## config.mk

```make
export PLATFORM = sky130hd
export DESIGN_NAME = ext_irq_detect
export DESIGN_NICKNAME = d
export VERILOG_FILES = /design/src/rtl/xint_pkg.sv /design/src/rtl/xint_pin_sync.sv /design/src/rtl/xint_req_fsm.sv /design/src/rtl/xint_start_fsm.sv /design/src/rtl/ext_irq_detect.sv
export SDC_FILE = /design/constraint.sdc
export NUM_CORES = 1
export LEC_CHECK = 0
export BUFFER_PORTS_ARGS = -buffer_cell sky130_fd_sc_hd__buf_2
export CORE_AREA = 5 5 42 44
export DETAILED_ROUTE_END_ITERATION = 12
export DIE_AREA = 0 0 47 49
export MAX_ROUTING_LAYER = met4
export PLACE_DENSITY = 0.62
export SLEW_MARGIN = 5
export SYNTH_ARGS = -nofsm -noshare
export SYNTH_HDL_FRONTEND = slang
export SYNTH_SLANG_ARGS = --single-unit
```

## constraint.sdc

```tcl
create_clock -name clk -period 3.5 [get_ports clk]
set_input_delay 0.7 -clock clk [delete_from_list [all_inputs] [get_ports clk]]
set_output_delay 0.7 -clock clk [all_outputs]
set_load 0.02 [all_outputs]
```

## src/rtl/xint_pkg.sv

```systemverilog
`timescale 1ns/1ps
package xint_pkg;
    localparam int CFG_W     = 4;
    localparam int BIT_EN    = 3;
    localparam int BIT_POL   = 2;
    localparam int BIT_BOTH  = 1;
    localparam int BIT_TSYNC = 0;

    typedef struct packed {
        logic en;
        logic pol;
        logic both;
        logic tsync;
    } cfg_t;

    typedef enum logic {REQ_IDLE = 1'b0, REQ_PEND = 1'b1} req_state_t;
    typedef enum logic {TS_IDLE  = 1'b0, TS_FIRE  = 1'b1} ts_state_t;
endpackage

```

## src/rtl/xint_pin_sync.sv

```systemverilog
`timescale 1ns/1ps
module xint_pin_sync #(
    parameter int STAGES = 2
) (
    input  logic clk,
    input  logic rst_n,
    input  logic pin_i,
    output logic lvl_o,
    output logic rise_o,
    output logic fall_o
);
    localparam int LAST = STAGES - 1;

    logic [STAGES-1:0] chain;
    logic              prev_q;

    // Synchroniser chain, one flop per stage.
    genvar g;
    generate
        for (g = 0; g < STAGES; g++) begin : g_stage
            if (g == 0) begin : g_first
                always_ff @(posedge clk or negedge rst_n) begin
                    if (!rst_n) chain[0] <= 1'b0;
                    else        chain[0] <= pin_i;
                end
            end else begin : g_next
                always_ff @(posedge clk or negedge rst_n) begin
                    if (!rst_n) chain[g] <= 1'b0;
                    else        chain[g] <= chain[g-1];
                end
            end
        end
    endgenerate

    // Previous synchronised sample for edge comparison.
    always_ff @(posedge clk or negedge rst_n) begin
        if (!rst_n) prev_q <= 1'b0;
        else        prev_q <= chain[LAST];
    end

    assign lvl_o  = chain[LAST];
    assign rise_o =  chain[LAST] & ~prev_q;
    assign fall_o = ~chain[LAST] &  prev_q;
endmodule

```

## src/rtl/xint_req_fsm.sv

```systemverilog
`timescale 1ns/1ps
module xint_req_fsm
    import xint_pkg::*;
(
    input  logic clk,
    input  logic rst_n,
    input  logic set_i,
    input  logic clr_i,
    output logic req_o
);
    req_state_t state_q, state_d;

    always_ff @(posedge clk or negedge rst_n) begin
        if (!rst_n) state_q <= REQ_IDLE;
        else        state_q <= state_d;
    end

    always_comb begin
        state_d = state_q;
        unique case (state_q)
            REQ_IDLE: if (set_i)            state_d = REQ_PEND;  // raise
            REQ_PEND: if (clr_i && !set_i)  state_d = REQ_IDLE;  // drop; set wins
            default:                        state_d = REQ_IDLE;
        endcase
    end

    always_comb begin
        unique case (state_q)
            REQ_PEND: req_o = 1'b1;
            default:  req_o = 1'b0;
        endcase
    end
endmodule

```

## src/rtl/xint_start_fsm.sv

```systemverilog
`timescale 1ns/1ps
module xint_start_fsm
    import xint_pkg::*;
(
    input  logic clk,
    input  logic rst_n,
    input  logic fire_i,
    output logic pulse_o
);
    ts_state_t state_q, state_d;

    always_ff @(posedge clk or negedge rst_n) begin
        if (!rst_n) state_q <= TS_IDLE;
        else        state_q <= state_d;
    end

    always_comb begin
        state_d = state_q;
        unique case (state_q)
            TS_IDLE: if (fire_i) state_d = TS_FIRE;     // arm
            TS_FIRE: state_d = fire_i ? TS_FIRE : TS_IDLE; // disarm
            default: state_d = TS_IDLE;
        endcase
    end

    always_comb begin
        unique case (state_q)
            TS_FIRE: pulse_o = 1'b1;
            default: pulse_o = 1'b0;
        endcase
    end
endmodule

```

## src/rtl/ext_irq_detect.sv

```systemverilog
`timescale 1ns/1ps
module ext_irq_detect
    import xint_pkg::*;
#(
    parameter int SYNC_STAGES = 2
) (
    input  logic             clk,
    input  logic             rst_n,
    input  logic             pin_i,
    input  logic             cfg_wr_i,
    input  logic [CFG_W-1:0] cfg_wdata_i,
    output logic [CFG_W-1:0] cfg_rdata_o,
    input  logic             sel_wr_i,
    input  logic             sel_wdata_i,
    output logic             sel_o,
    input  logic             req_clr_i,
    output logic             req_o,
    output logic             lvl_match_o,
    output logic             tmr_start_o,
    input  logic             tmr_irq_i,
    input  logic             ser_irq_i,
    output logic             shared_irq_o
);
    cfg_t cfg_q, cfg_new;
    logic sel_q;
    logic lvl, rise, fall;
    logic edge_hit, pseudo_hit, act_old, act_new;

    // Configuration and source-select registers.
    always_ff @(posedge clk or negedge rst_n) begin
        if (!rst_n) begin
            cfg_q <= '0;
            sel_q <= 1'b0;
        end else begin
            if (cfg_wr_i) cfg_q <= cfg_new;
            if (sel_wr_i) sel_q <= sel_wdata_i;
        end
    end

    assign cfg_new = cfg_t'(cfg_wdata_i);

    xint_pin_sync #(.STAGES(SYNC_STAGES)) u_sync (
        .clk    (clk),
        .rst_n  (rst_n),
        .pin_i  (pin_i),
        .lvl_o  (lvl),
        .rise_o (rise),
        .fall_o (fall)
    );

    // Qualifying edge under the current settings.
    always_comb begin
        if (!cfg_q.en)       edge_hit = 1'b0;
        else if (cfg_q.both) edge_hit = rise | fall;
        else                 edge_hit = cfg_q.pol ? rise : fall;
    end

    // Pseudo-edge: active condition changes across a write.
    assign act_old    = cfg_q.en   & (lvl == cfg_q.pol);
    assign act_new    = cfg_new.en & (lvl == cfg_new.pol);
    assign pseudo_hit = cfg_wr_i & (act_old != act_new);

    xint_req_fsm u_req (
        .clk   (clk),
        .rst_n (rst_n),
        .set_i (edge_hit | pseudo_hit),
        .clr_i (req_clr_i),
        .req_o (req_o)
    );

    xint_start_fsm u_start (
        .clk     (clk),
        .rst_n   (rst_n),
        .fire_i  (edge_hit & cfg_q.tsync),
        .pulse_o (tmr_start_o)
    );

    assign cfg_rdata_o  = cfg_q;
    assign sel_o        = sel_q;
    assign lvl_match_o  = (lvl == cfg_q.pol);
    assign shared_irq_o = sel_q ? ser_irq_i : tmr_irq_i;
endmodule

```

## Word level (Yosys, flattened, before mapping)

Cells that the tools add are included.
W data, S select, Z words.

| operators by class | value |
|---|---|
| reductions and logical operators | 2 |
| muxes and demuxes | 10 |
| equality and inequality tests | 3 |
| bitwise operators | 11 |

Operators by type and width:

| kind | count |
|---|---|
| $mux W1 | 9 |
| $and A1 B1 Y1 | 6 |
| $not A1 Y1 | 3 |
| $eq A1 B1 Y1 | 2 |
| $or A1 B1 Y1 | 2 |
| $pmux W1 S2 | 1 |
| $logic_and A1 B1 Y1 | 1 |
| $logic_not A1 Y1 | 1 |
| $ne A1 B1 Y1 | 1 |

| word-level totals | value |
|---|---|
| bits of input ports | 13 |
| output and inout bits | 9 |
| register bits after elaboration | 10 |

## Logic depth before layout (Yosys ltp)

Gate-level depths: netlist (run 1).

| depth | value |
|---|---|
| depth after elaboration | 10 |
| mapped depth | 5 |

## Cells and area by module

A second synthesis (run 1) with hierarchy kept.

| second synthesis, totals | value |
|---|---|
| cells, all modules | 38 |
| area total of the unflattened synthesis | 444.2 µm² |

Modules (own cells, without submodules):

| module | sequential area each (µm²) | area an instance (µm²) | instances | cells each |
|---|---|---|---|---|
| ext_irq_detect | 125.1 | 292.8 | 1 | 29 |
| xint_pin_sync | 75.1 | 90.1 | 1 | 5 |
| xint_req_fsm | 25.0 | 36.3 | 1 | 3 |
| xint_start_fsm | 25.0 | 25.0 | 1 | 1 |

## Worst setup path after synthesis (run 1)

No wires, ideal clock.

| timing path | value |
|---|---|
| path kind | input-to-output |
| from | in ser_irq_i |
| to | out shared_irq_o |
| path slack | 1,728 ps |
| buffers on the path | 0 |
| stages | 1 |
| required time | 2,800 ps |
| data arrival time | 1,072 ps |
| cells stage by stage | mux2_1 |

| on the way | value |
|---|---|
| word-level cells in the longest chain between the ends | 1 |

Ends and longest elaborated chain:

| what | line | source |
|---|---|---|
| start: declaration | ext_irq_detect.sv:21 | `input logic ser_irq_i,` |
| $mux W1 | ext_irq_detect.sv:81 | `assign shared_irq_o = sel_q ? ser_irq_i : tmr_irq_i;` |
| end: declaration | ext_irq_detect.sv:22 | `output logic shared_irq_o` |

No other way between the ends.

## Worst setup path in the final report (run 1)

Ends and elaborated chain as after synthesis.

==> results by group, run 1 <==
Detailed routing
  • Vias per inst: 4.63
  • DRC viols: 0
  • Routed Antenna Nets: 0
  • WL final: about 850 um
  • Initial drt markers: 1
  • Via Count: 347
  • DRT Pass-1 Iters: 4
  • Drt wl/cell: approximately 11 um

STA
  • Slew Limit Fails: 0
  • Final Cycle Share: a little under three fifths
  • Max Freq: approximately 0.52 GHz
  • Slew @ Worst Pin: around 0.26 ns
  • Final hold violation count: 0
  • Setup TNS: 0 ns
  • Slew Limit Headroom: 82.8%
  • Unrepaired setup endpoints after global routing: false
  • Layout Skew: roughly 0.00073 ns
  • Setup WS post-layout: 1.57 ns
  • Fin crit period: 1.93 ns
  • Finish-stage setup viols: 0

Clock network
  • Clock root buffer: clkbuf_4
  • CTS H-tree lvls: 1
  • CTS buffer count: 3
  • CTS Buffer Depth: 2
  • # clock sinks: 10
  • Post-CTS Hold Buffers: 0
  • CTS tree: yes
  • Clock Pin Slew Worst Setup and Hold Paths: 0.06 ns
  • Worst skew pair latency: between 0.2 and 0.3 ns
  • Postcts setup bufs: 0
  • CTS resizes: 0

Place
  • # port buffers: 21
  • Dpl hpwl: around 700 um
  • Pre-CTS setup slack: about 1.6 ns
  • Gpl congestion: 0.717
  • Cell Count Post-Placement: roughly 70

GRT
  • Antenna violations before repair: 0
  • Vias in the first global route: about 340
  • Largest net degree at the start of global routing: 11
  • Total GRT Usage: roughly a tenth
  • First-pass GRT wire length: about 1500 um
  • Total gr overflow: 0

Synth
  • Syn Nets: 50
  • Sequential cell area fraction in the yosys report: a little over half
  • Synth Register Bits: 10
  • Synth cell types: 17
  • Post-Syn Instances: 35
  • Synth Cell Area: about 470 sq um
  • Yosys warning total: 0
  • Avg Inst Size Synth: ~13 sq um

Final layout
  • Nets: 75
  • Fin util: about 44%
  • Ant diodes: 0
  • Area growth syn-to-layout: 32.1%
  • Fill cells: 140
  • Fin cells: 75
  • Commonest non-fill, non-tap cell in the layout: buf_2
  • Share of layout cells above drive strength 1: 45.8%
  • Most frequent cells in the layout: buf_2 (21), dfrtp_1 (10), mux2_1 (5)

Worst setup path
  • CP startpoint kind: input port
  • Top fanout value on the critical path: 1
  • Critical path type: in2out
  • Worst path required time: approximately 2.8 ns
  • Arrival time at the worst endpoint: 1.23 ns
  • CP Capture Type: output port

Pwr
  • Combinational share of power: 20.3%
  • Reg power frac: roughly 46%
  • Maximum VDD drop: roughly 0.27 mV
  • Power share of the clock group: about 34%
  • Pwr Density: between 400 and 500 mW/mm^2
  • Internal power: 218 uW
  • Sw Share: 27.0%
  • Sw Pwr: a little over 80 uW
  • Total power: about 300 uW
  • Leak: about 0.00032 uW

Floorplan
  • # IOs: 22
  • FP Rows: 14
  • Starting Density: about a third
  • Core ar.: around 0.0014 sq mm
  • Die area: 0.00230 sq mm
  • Die extent in x: roughly 47 um
  • Die Height: between 40 and 50 um

Status
  • Status: finished, final reports clean

Worst hold path
  • Hold Crit Class: in2async

Run
  • Max cap viols: 0
==> layer usage <==
| metal | global-route usage (%) | up-vias | part of all wire [%] |
|---|---|---|---|
| li1 | - | 174 | - |
| met1 | 11.1 | 162 | 44 |
| met2 | 12.4 | 9 | 50 |
| met3 | 3.32 | 2 | 5.5 |
| met4 | 6.91 | 0 | 0.59 |
| met5 | - | - | 0 |
==> critical path: stages <==
cell    delay, ns
buf_2        0.09
mux2_1       0.27
buf_2        0.16
==> power by group through the flow <==
stage	logic, uW	registers (uW)	clock network [uW]
2_1_floorplan	28.7	148	0
3_3_place_gp	61.0	139	0
3_5_place_dp	61.7	139	0
4_1_cts	61.8	137	105
5_1_grt	65.9	139	113
6_report	60.6	136	101
==> registers in the layout, indices dropped and copies added (netlist names) <==
signal           count
u_sync.lvl_o         1
sel_o                1
u_sync.prev_q        1
u_req.state_q        1
cfg_rdata_o          4
u_start.state_q      1
u_sync.chain         1
==> synthesized netlist by cell type (all sizes together) <==
library cell  count  area, sq um
o221ai            1         8.76
o21ai             1         5.00
a221o             1         10.0
dfrtp            10          250
nor2b             2         12.5
mux2              7         82.6
buf               1         11.3
and2              1         6.26
nand2             1         3.75
o31ai             1         7.51
inv               3         11.3
ha                2         25.0
o211a             1         10.0
a31oi             1         6.26
xnor2             2         17.5
==> stage by stage <==
stage               instance area [sq um]  hold WS [ns]
floorplan                             468         0.331
global placement                      582         0.333
detailed placement                    582         0.346
CTS                                   618         0.285
global route                          618         0.284
finish                                618         0.285
==> logic make-up after synthesis <==
kind of cell,count (synthesis),synth area share [%]
and+or+nand+nor,4,4.81
xor gates and xnor gates,2,3.74
AOI/OAI and AO/OA,6,10.2
buffers and inverters,4,4.81
adders and majority gates,2,5.35
DFF,10,53.5
muxes,7,17.6
==> final cells by class <==
| class | instances | area (sq um) | area share, % |
|---|---|---|---|
| well taps | 16 | 20.0 | 3.24 |
| multi-input cells | 21 | 195 | 31.6 |
| inverters | 3 | 11.3 | 1.82 |
| repair buffers | 21 | 105 | 17.0 |
| clock buffers | 4 | 36.3 | 5.87 |
| flip-flops and latches | 10 | 250 | 40.5 |
==> path summary, 6_finish.rpt <==
kind                            startpoint         endpoint  slack, ns  cells past startpoint
setup / recovery                 ser_irq_i     shared_irq_o       1.57                      3
hold / removal                       rst_n  u_sync.chain[0]       0.28                      1
setup reg to reg              u_sync.lvl_o    u_req.state_q       1.93                      5
hold reg to reg            u_sync.chain[0]     u_sync.lvl_o       0.36                      0
max in group asynchronous            rst_n    u_req.state_q       3.03                      1
min in group clk           u_sync.chain[0]     u_sync.lvl_o       0.36                      0
Note: power is estimated with default switching activity, not from simulation.
==> inputs of run 2 (changes only) <==
--- a/config.mk
+++ b/config.mk
@@ -10,7 +10,7 @@
 export DETAILED_ROUTE_END_ITERATION = 12
 export DIE_AREA = 0 0 47 49
 export MAX_ROUTING_LAYER = met4
-export PLACE_DENSITY = 0.62
+export PLACE_DENSITY = 0.65
 export SLEW_MARGIN = 5
 export SYNTH_ARGS = -nofsm -noshare
 export SYNTH_HDL_FRONTEND = slang
==> constraint.sdc (replaced) <==
create_clock -name clk -period 1.65 [get_ports clk]
set_input_delay 0.33 -clock clk [delete_from_list [all_inputs] [get_ports clk]]
set_output_delay 0.33 -clock clk [all_outputs]
set_load 0.02 [all_outputs]
==> run 2 against run 1 <==
Effect of this change: critical path depth increased by 2; hold slack got worse by 0.11 ns; clock skew about the same.
==> results by group, run 2 (synthesis gave the netlist of run 1 again) <==
Clock network
  • CTS Buffer Depth: 2 (unchanged)
  • CTS buffer count: 3 (unchanged)
  • Post-CTS Hold Buffers: 1 (+1)
  • CTS H-tree lvls: 1 (unchanged)
  • Worst skew pair latency: 0.26 ns (about the same)
  • Clock Pin Slew Worst Setup and Hold Paths: 0.06 ns (about the same)
  • CTS resizes: 0 (unchanged)
  • Clock root buffer: clkbuf_4
  • Postcts setup bufs: 0 (unchanged)
  • CTS tree: yes
  • # clock sinks: 10 (unchanged)

STA
  • Max Freq: 0.647 GHz
  • Setup TNS: 0 ns (unchanged)
  • Fin crit period: between 1.5 and 2 ns
  • Layout Skew: 0.000577 ns (-0.000155 ns)
  • Slew Limit Headroom: 85.3% (+2.5 points)
  • Slew @ Worst Pin: 0.220 ns (-0.0376 ns)
  • Finish-stage setup viols: 0 (unchanged)
  • Final hold violation count: 0 (unchanged)
  • Unrepaired setup endpoints after global routing: false
  • Slew Limit Fails: 0 (unchanged)
  • Final Cycle Share: approximately 94%

Detailed routing
  • Drt wl/cell: 11.9 um (+4.7%)
  • Vias per inst: 4.82 (+4.1%)
  • Via Count: 366 (+5.5%)
  • Routed Antenna Nets: 0 (unchanged)
  • WL final: 902 um (+6.1%)
  • DRC viols: 0 (unchanged)
  • DRT Pass-1 Iters: 4 (unchanged)
  • Initial drt markers: 4 (+3)

Floorplan
  • Starting Density: 33.4% (unchanged)
  • FP Rows: 14 (unchanged)
  • Die area: 0.00230 sq mm (unchanged)
  • Die extent in x: 47 um (unchanged)
  • Core ar.: 0.00140 sq mm (unchanged)
  • # IOs: 22 (unchanged)
  • Die Height: 49 um (unchanged)

Pwr
  • Total power: 586 uW (+96%)
  • Leak: 0.000323 uW (+0.56%)
  • Pwr Density: 943 mW/mm^2 (+95%)
  • Maximum VDD drop: 0.527 mV (+96%)

Status
  • Status: finished, final reports clean

Worst setup path
  • Worst path required time: 1.80 ns (-1.00 ns)
  • Critical path type: reg2reg
  • RR Startpoint: u_sync.lvl_o
  • CP Capture Type: flop
  • Reg-to-Reg End: u_req.state_q
  • Setup crit end: u_req.state_q
  • Flop2flop setup slack: 0.11 ns (-1.82 ns)
  • Worst Reg2Reg Path Length in Cells: 5 (unchanged)
  • Top fanout value on the critical path: 6 (+5)
  • CP startpoint: u_sync.lvl_o
  • CP startpoint kind: flop
  • Arrival time at the worst endpoint: 1.69 ns (+0.46 ns)

Final layout
  • Nets: 77 (+2.7%)
  • Most frequent cells in the layout: buf_2 (21), dfrtp_1 (10), mux2_1 (5)
  • Final Instance Area: 622 sq um (+0.61%)
  • Number of flip-flops under the largest register name: 4 (unchanged)
  • Ant diodes: 0 (unchanged)
  • Share of layout cells above drive strength 1: 45.0% (-0.76 points)
  • Fin cells: 76 (+1.3%)
  • Area growth syn-to-layout: 32.9%
  • Commonest non-fill, non-tap cell in the layout: buf_2

GRT
  • Largest net degree at the start of global routing: 11 (unchanged)
  • Met1 usage: 12.1% (+1.0 points)
  • Total GRT Usage: 9.64% (+0.32 points)
  • Met3 GRT Util: 3.69% (+0.37 points)
  • Total gr overflow: 0 (unchanged)
  • Antenna violations before repair: 0 (unchanged)
  • Vias in the first global route: 360 (+6.2%)
  • Most Crowded Layer GR: met2
  • M2 GR Usage: 12.9% (+0.45 points)
  • First-pass GRT wire length: 1530 um (+4.2%)

Place
  • # port buffers: 21 (unchanged)
  • Gpl congestion: 0.665 (-7.2%)
  • Area after DPL: 589 sq um (+1.3%)
  • Cell Count Post-Placement: 72 (+1.4%)
  • Dpl hpwl: 742 um (+6.3%)

Run
  • Max cap viols: 0 (unchanged)

Worst hold path
  • Hold Crit Class: in2reg
-- run 2: report_power, final --
| group | internal, uW | total, uW | switching [uW] |
|---|---|---|---|
| sequential | 268 | 286 | 17.5 |
| combinational | 64.8 | 139 | 74.1 |
| clock | 84.0 | 162 | 77.6 |
| total | 417 | 586 | 169 |
-- run 2: cell type report --
| class | count | area, sq um |
|---|---|---|
| clock buffers | 3 | 22.5 |
| multi-input cells | 21 | 195 |
| inverters | 3 | 11.3 |
| flip-flops and latches | 10 | 250 |
| well taps | 16 | 20.0 |
| repair buffers | 23 | 123 |
| fillers | 138 | 779 |
-- run 2: per-stage QoR --
stage	utilization, %	worst slack, ns	hold slack (ns)
after global routing	44.4	0.0366	0.164
after CTS	44.4	0.0893	0.164
after global placement	42.1	0.147	0.199
after floorplan	-	0.188	0.0344
final	44.4	0.105	0.172
after detailed placement	42.1	0.0946	0.200
-- run 2: worst max-delay path, cell delays in order, from the launching register on --
cell and delay, ns:
dfrtp_1 0.44, inv_1 0.07, ha_1 0.19, mux2_4 0.26, o211a_1 0.22, a221o_1 0.26
-- run 2: worst min path at each step --
stage,from,to,cells after the start
2_1_floorplan,rst_n,cfg_rdata_o[0],0
3_3_place_gp,rst_n,u_sync.chain[0],1
3_5_place_dp,rst_n,u_sync.chain[0],1
4_1_cts,pin_i,u_sync.chain[0],1
5_1_grt,pin_i,u_sync.chain[0],1
6_report,pin_i,u_sync.chain[0],1
-- run 2: routing by layer --
metal  part of all wire, %  vias to the layer above  wire length, um
li1                      -                      178                -
met1                    43                      170              389
met2                    47                       16              428
met3                   7.2                        2               65
met4                   2.0                        0               18
met5                     0                        -                0
==> inputs of run 3 (changes only) <==
--- a/config.mk
+++ b/config.mk
@@ -10,7 +10,7 @@
 export DETAILED_ROUTE_END_ITERATION = 12
 export DIE_AREA = 0 0 47 49
 export MAX_ROUTING_LAYER = met4
-export PLACE_DENSITY = 0.65
+export PLACE_DENSITY = 0.62
 export SLEW_MARGIN = 5
 export SYNTH_ARGS = -nofsm -noshare
 export SYNTH_HDL_FRONTEND = slang
==> constraint.sdc (replaced) <==
create_clock -name clk -period 1.9 [get_ports clk]
set_input_delay 0.38 -clock clk [delete_from_list [all_inputs] [get_ports clk]]
set_output_delay 0.38 -clock clk [all_outputs]
set_load 0.02 [all_outputs]
==> run 3 against run 2 <==
Effect of this change: critical endpoint unchanged; highest routed layer unchanged; die area unchanged; utilization increased by 0.45 points; largest power group unchanged; combinational power decreased by 18%; count of clock-buffer cells in the layout increased by 1; sequential power decreased by 12%; first-iteration DRC count decreased by 100%.
==> results by group, run 3 (synthesis gave the netlist of run 1 again) <==
Worst setup path
  • CP max-delay cell: dfrtp_1
  • Reg-to-Reg End: u_req.state_q
  • RR Startpoint: u_sync.lvl_o
  • CP Capture Type: flop
  • Flop2flop setup slack: 0.35 ns (+0.25 ns)
  • Worst Reg2Reg Path Length in Cells: 5 (unchanged)
  • CP startpoint kind: flop
  • CP peak stage delay: 0.45 ns (about the same)
  • Critical path type: reg2reg
  • Top fanout value on the critical path: 6 (unchanged)
  • Arrival time at the worst endpoint: 1.69 ns (about the same)
  • Worst path required time: 2.05 ns (+0.25 ns)
  • CP cell instances: inv_1 -> ha_1 -> mux2_4 -> o211a_1 -> a221o_1

Floorplan
  • Die area: 0.00230 sq mm (unchanged)
  • Core ar.: 0.00140 sq mm (unchanged)
  • # IOs: 22 (unchanged)
  • Die Height: 49 um (unchanged)
  • Starting Density: 33.4% (unchanged)
  • Die extent in x: 47 um (unchanged)
  • FP Rows: 14 (unchanged)

STA
  • Final hold violation count: 0 (unchanged)
  • Finish-stage setup viols: 0 (unchanged)
  • Setup TNS: 0 ns (unchanged)
  • Slew @ Worst Pin: 0.257 ns (+0.0367 ns)
  • Max Freq: 0.646 GHz (-0.15%)
  • Fin crit period: 1.55 ns (+0.00235 ns)
  • Layout Skew: 0.00148 ns (+0.000902 ns)
  • Unrepaired setup endpoints after global routing: false
  • Slew Limit Fails: 0 (unchanged)
  • Final Cycle Share: 81.4% (-12 points)
  • Slew Limit Headroom: 82.9% (-2.4 points)

Detailed routing
  • Initial drt markers: 0 (-4)
  • Drt wl/cell: 12.0 um (+1.1%)
  • Vias per inst: 4.72 (-1.9%)
  • Routed Antenna Nets: 0 (unchanged)
  • DRT Pass-1 Iters: 1 (-3)
  • DRC viols: 0 (unchanged)
  • WL final: 912 um (+1.1%)
  • Via Count: 359 (-1.9%)

GRT
  • Total gr overflow: 0 (unchanged)
  • First-pass GRT wire length: 1500 um (-2.2%)
  • Total GRT Usage: 9.34% (-0.30 points)
  • Vias in the first global route: 375 (+4.2%)
  • Largest net degree at the start of global routing: 11 (unchanged)
  • Antenna violations before repair: 0 (unchanged)

Worst hold path
  • Worst Hold Endpoint: u_sync.chain[0]
  • Hold Crit Class: in2reg
  • Worst Hold Launch: pin_i
  • Hold-critical path depth: 1 (unchanged)

Final layout
  • Fill cells: 142 (+2.9%)
  • Area growth syn-to-layout: 34.2%
  • Final Instance Area: 628 sq um (+1.0%)
  • Share of layout cells above drive strength 1: 45.0% (unchanged)
  • Fin cells: 76 (unchanged)
  • Most frequent cells in the layout: buf_2 (21), dfrtp_1 (10), mux2_1 (5)
  • Fin util: 44.8% (+0.45 points)
  • Number of flip-flops under the largest register name: 4 (unchanged)
  • Nets: 76 (-1.3%)
  • Commonest non-fill, non-tap cell in the layout: buf_2
  • Ant diodes: 0 (unchanged)

Pwr
  • Leak: 0.000325 uW (+0.74%)
  • Pwr Density: 881 mW/mm^2 (-6.6%)
  • Maximum VDD drop: 0.435 mV (-17%)

Clock network
  • Worst skew pair latency: 0.26 ns (about the same)
  • CTS buffer count: 3 (unchanged)
  • CTS H-tree lvls: 1 (unchanged)
  • CTS tree: yes
  • # clock sinks: 10 (unchanged)
  • CTS Buffer Depth: 2 (unchanged)
  • Clock Pin Slew Worst Setup and Hold Paths: 0.07 ns (about the same)
  • Postcts setup bufs: 0 (unchanged)
  • Clock root buffer: clkbuf_4

Place
  • # port buffers: 21 (unchanged)
  • Area after DPL: 582 sq um (-1.3%)
  • Cell Count Post-Placement: 71 (-1.4%)
  • Dpl hpwl: 754 um (+1.6%)
  • Gpl congestion: 0.755 (+14%)

Run
  • Max cap viols: 0 (unchanged)

Status
  • Status: finished, final reports clean
==> run 3: area by class of cell <==
cell class / instances / area [sq um] / area share [%]
Inverter: 3 / 11.3 / 1.79
Tap cell: 16 / 20.0 / 3.19
Multi-Input combinational cell: 21 / 195 / 31.1
Clock buffer: 4 / 36.3 / 5.78
Sequential cell: 10 / 250 / 39.8
Timing Repair Buffer: 22 / 115 / 18.3
==> run 3: layer usage <==
metal,routed length [um],global-route usage [%],up-vias
li1,-,-,174
met1,375,10.0,174
met2,473,14.0,9
met3,56,3.69,2
met4,6,5.53,0
met5,0,-,-
==> run 3: what timing repair did <==
item,in CTS,in global routing
resized for setup,0,0
hold buffers,1,0
endpoints found under the hold margin,10,0
==> run 3: power by group <==
| group | switching [uW] | leakage [uW] | total [uW] | internal [uW] |
|---|---|---|---|---|
| Sequential | 19.1 | 0.000119 | 252 | 233 |
| Combinational | 60.3 | 0.000186 | 114 | 53.4 |
| Clock | 71.2 | 0.0000210 | 187 | 116 |
==> run 3: how the worst max path moves through the flow <==
stage,start,to,cells past startpoint
floorplan,u_sync.lvl_o,u_req.state_q,5
global placement,u_sync.lvl_o,u_req.state_q,5
detailed placement,u_sync.lvl_o,u_req.state_q,5
CTS,u_sync.lvl_o,u_req.state_q,5
global route,u_sync.lvl_o,u_req.state_q,5
finish,u_sync.lvl_o,u_req.state_q,5
==> run 3: stage by stage <==
| step | worst slack (ns) | hold slack, ns | total power [uW] |
|---|---|---|---|
| detailed placement | 0.361 | 0.252 | 371 |
| CTS | 0.349 | 0.213 | 566 |
| floorplan | 0.438 | 0.0844 | 325 |
| finish | 0.353 | 0.223 | 553 |
| global placement | 0.403 | 0.252 | 369 |
| global route | 0.288 | 0.209 | 588 |
==> run 3: critical path: cells and delay by family, from the launching register on <==
| family | cells | cell delay (ns) |
|---|---|---|
| muxes | 1 | 0.26 |
| buffers and inverters | 1 | 0.07 |
| AOI/OAI and AO/OA | 2 | 0.46 |
| adders and majority gates | 1 | 0.19 |
| DFF | 1 | 0.45 |
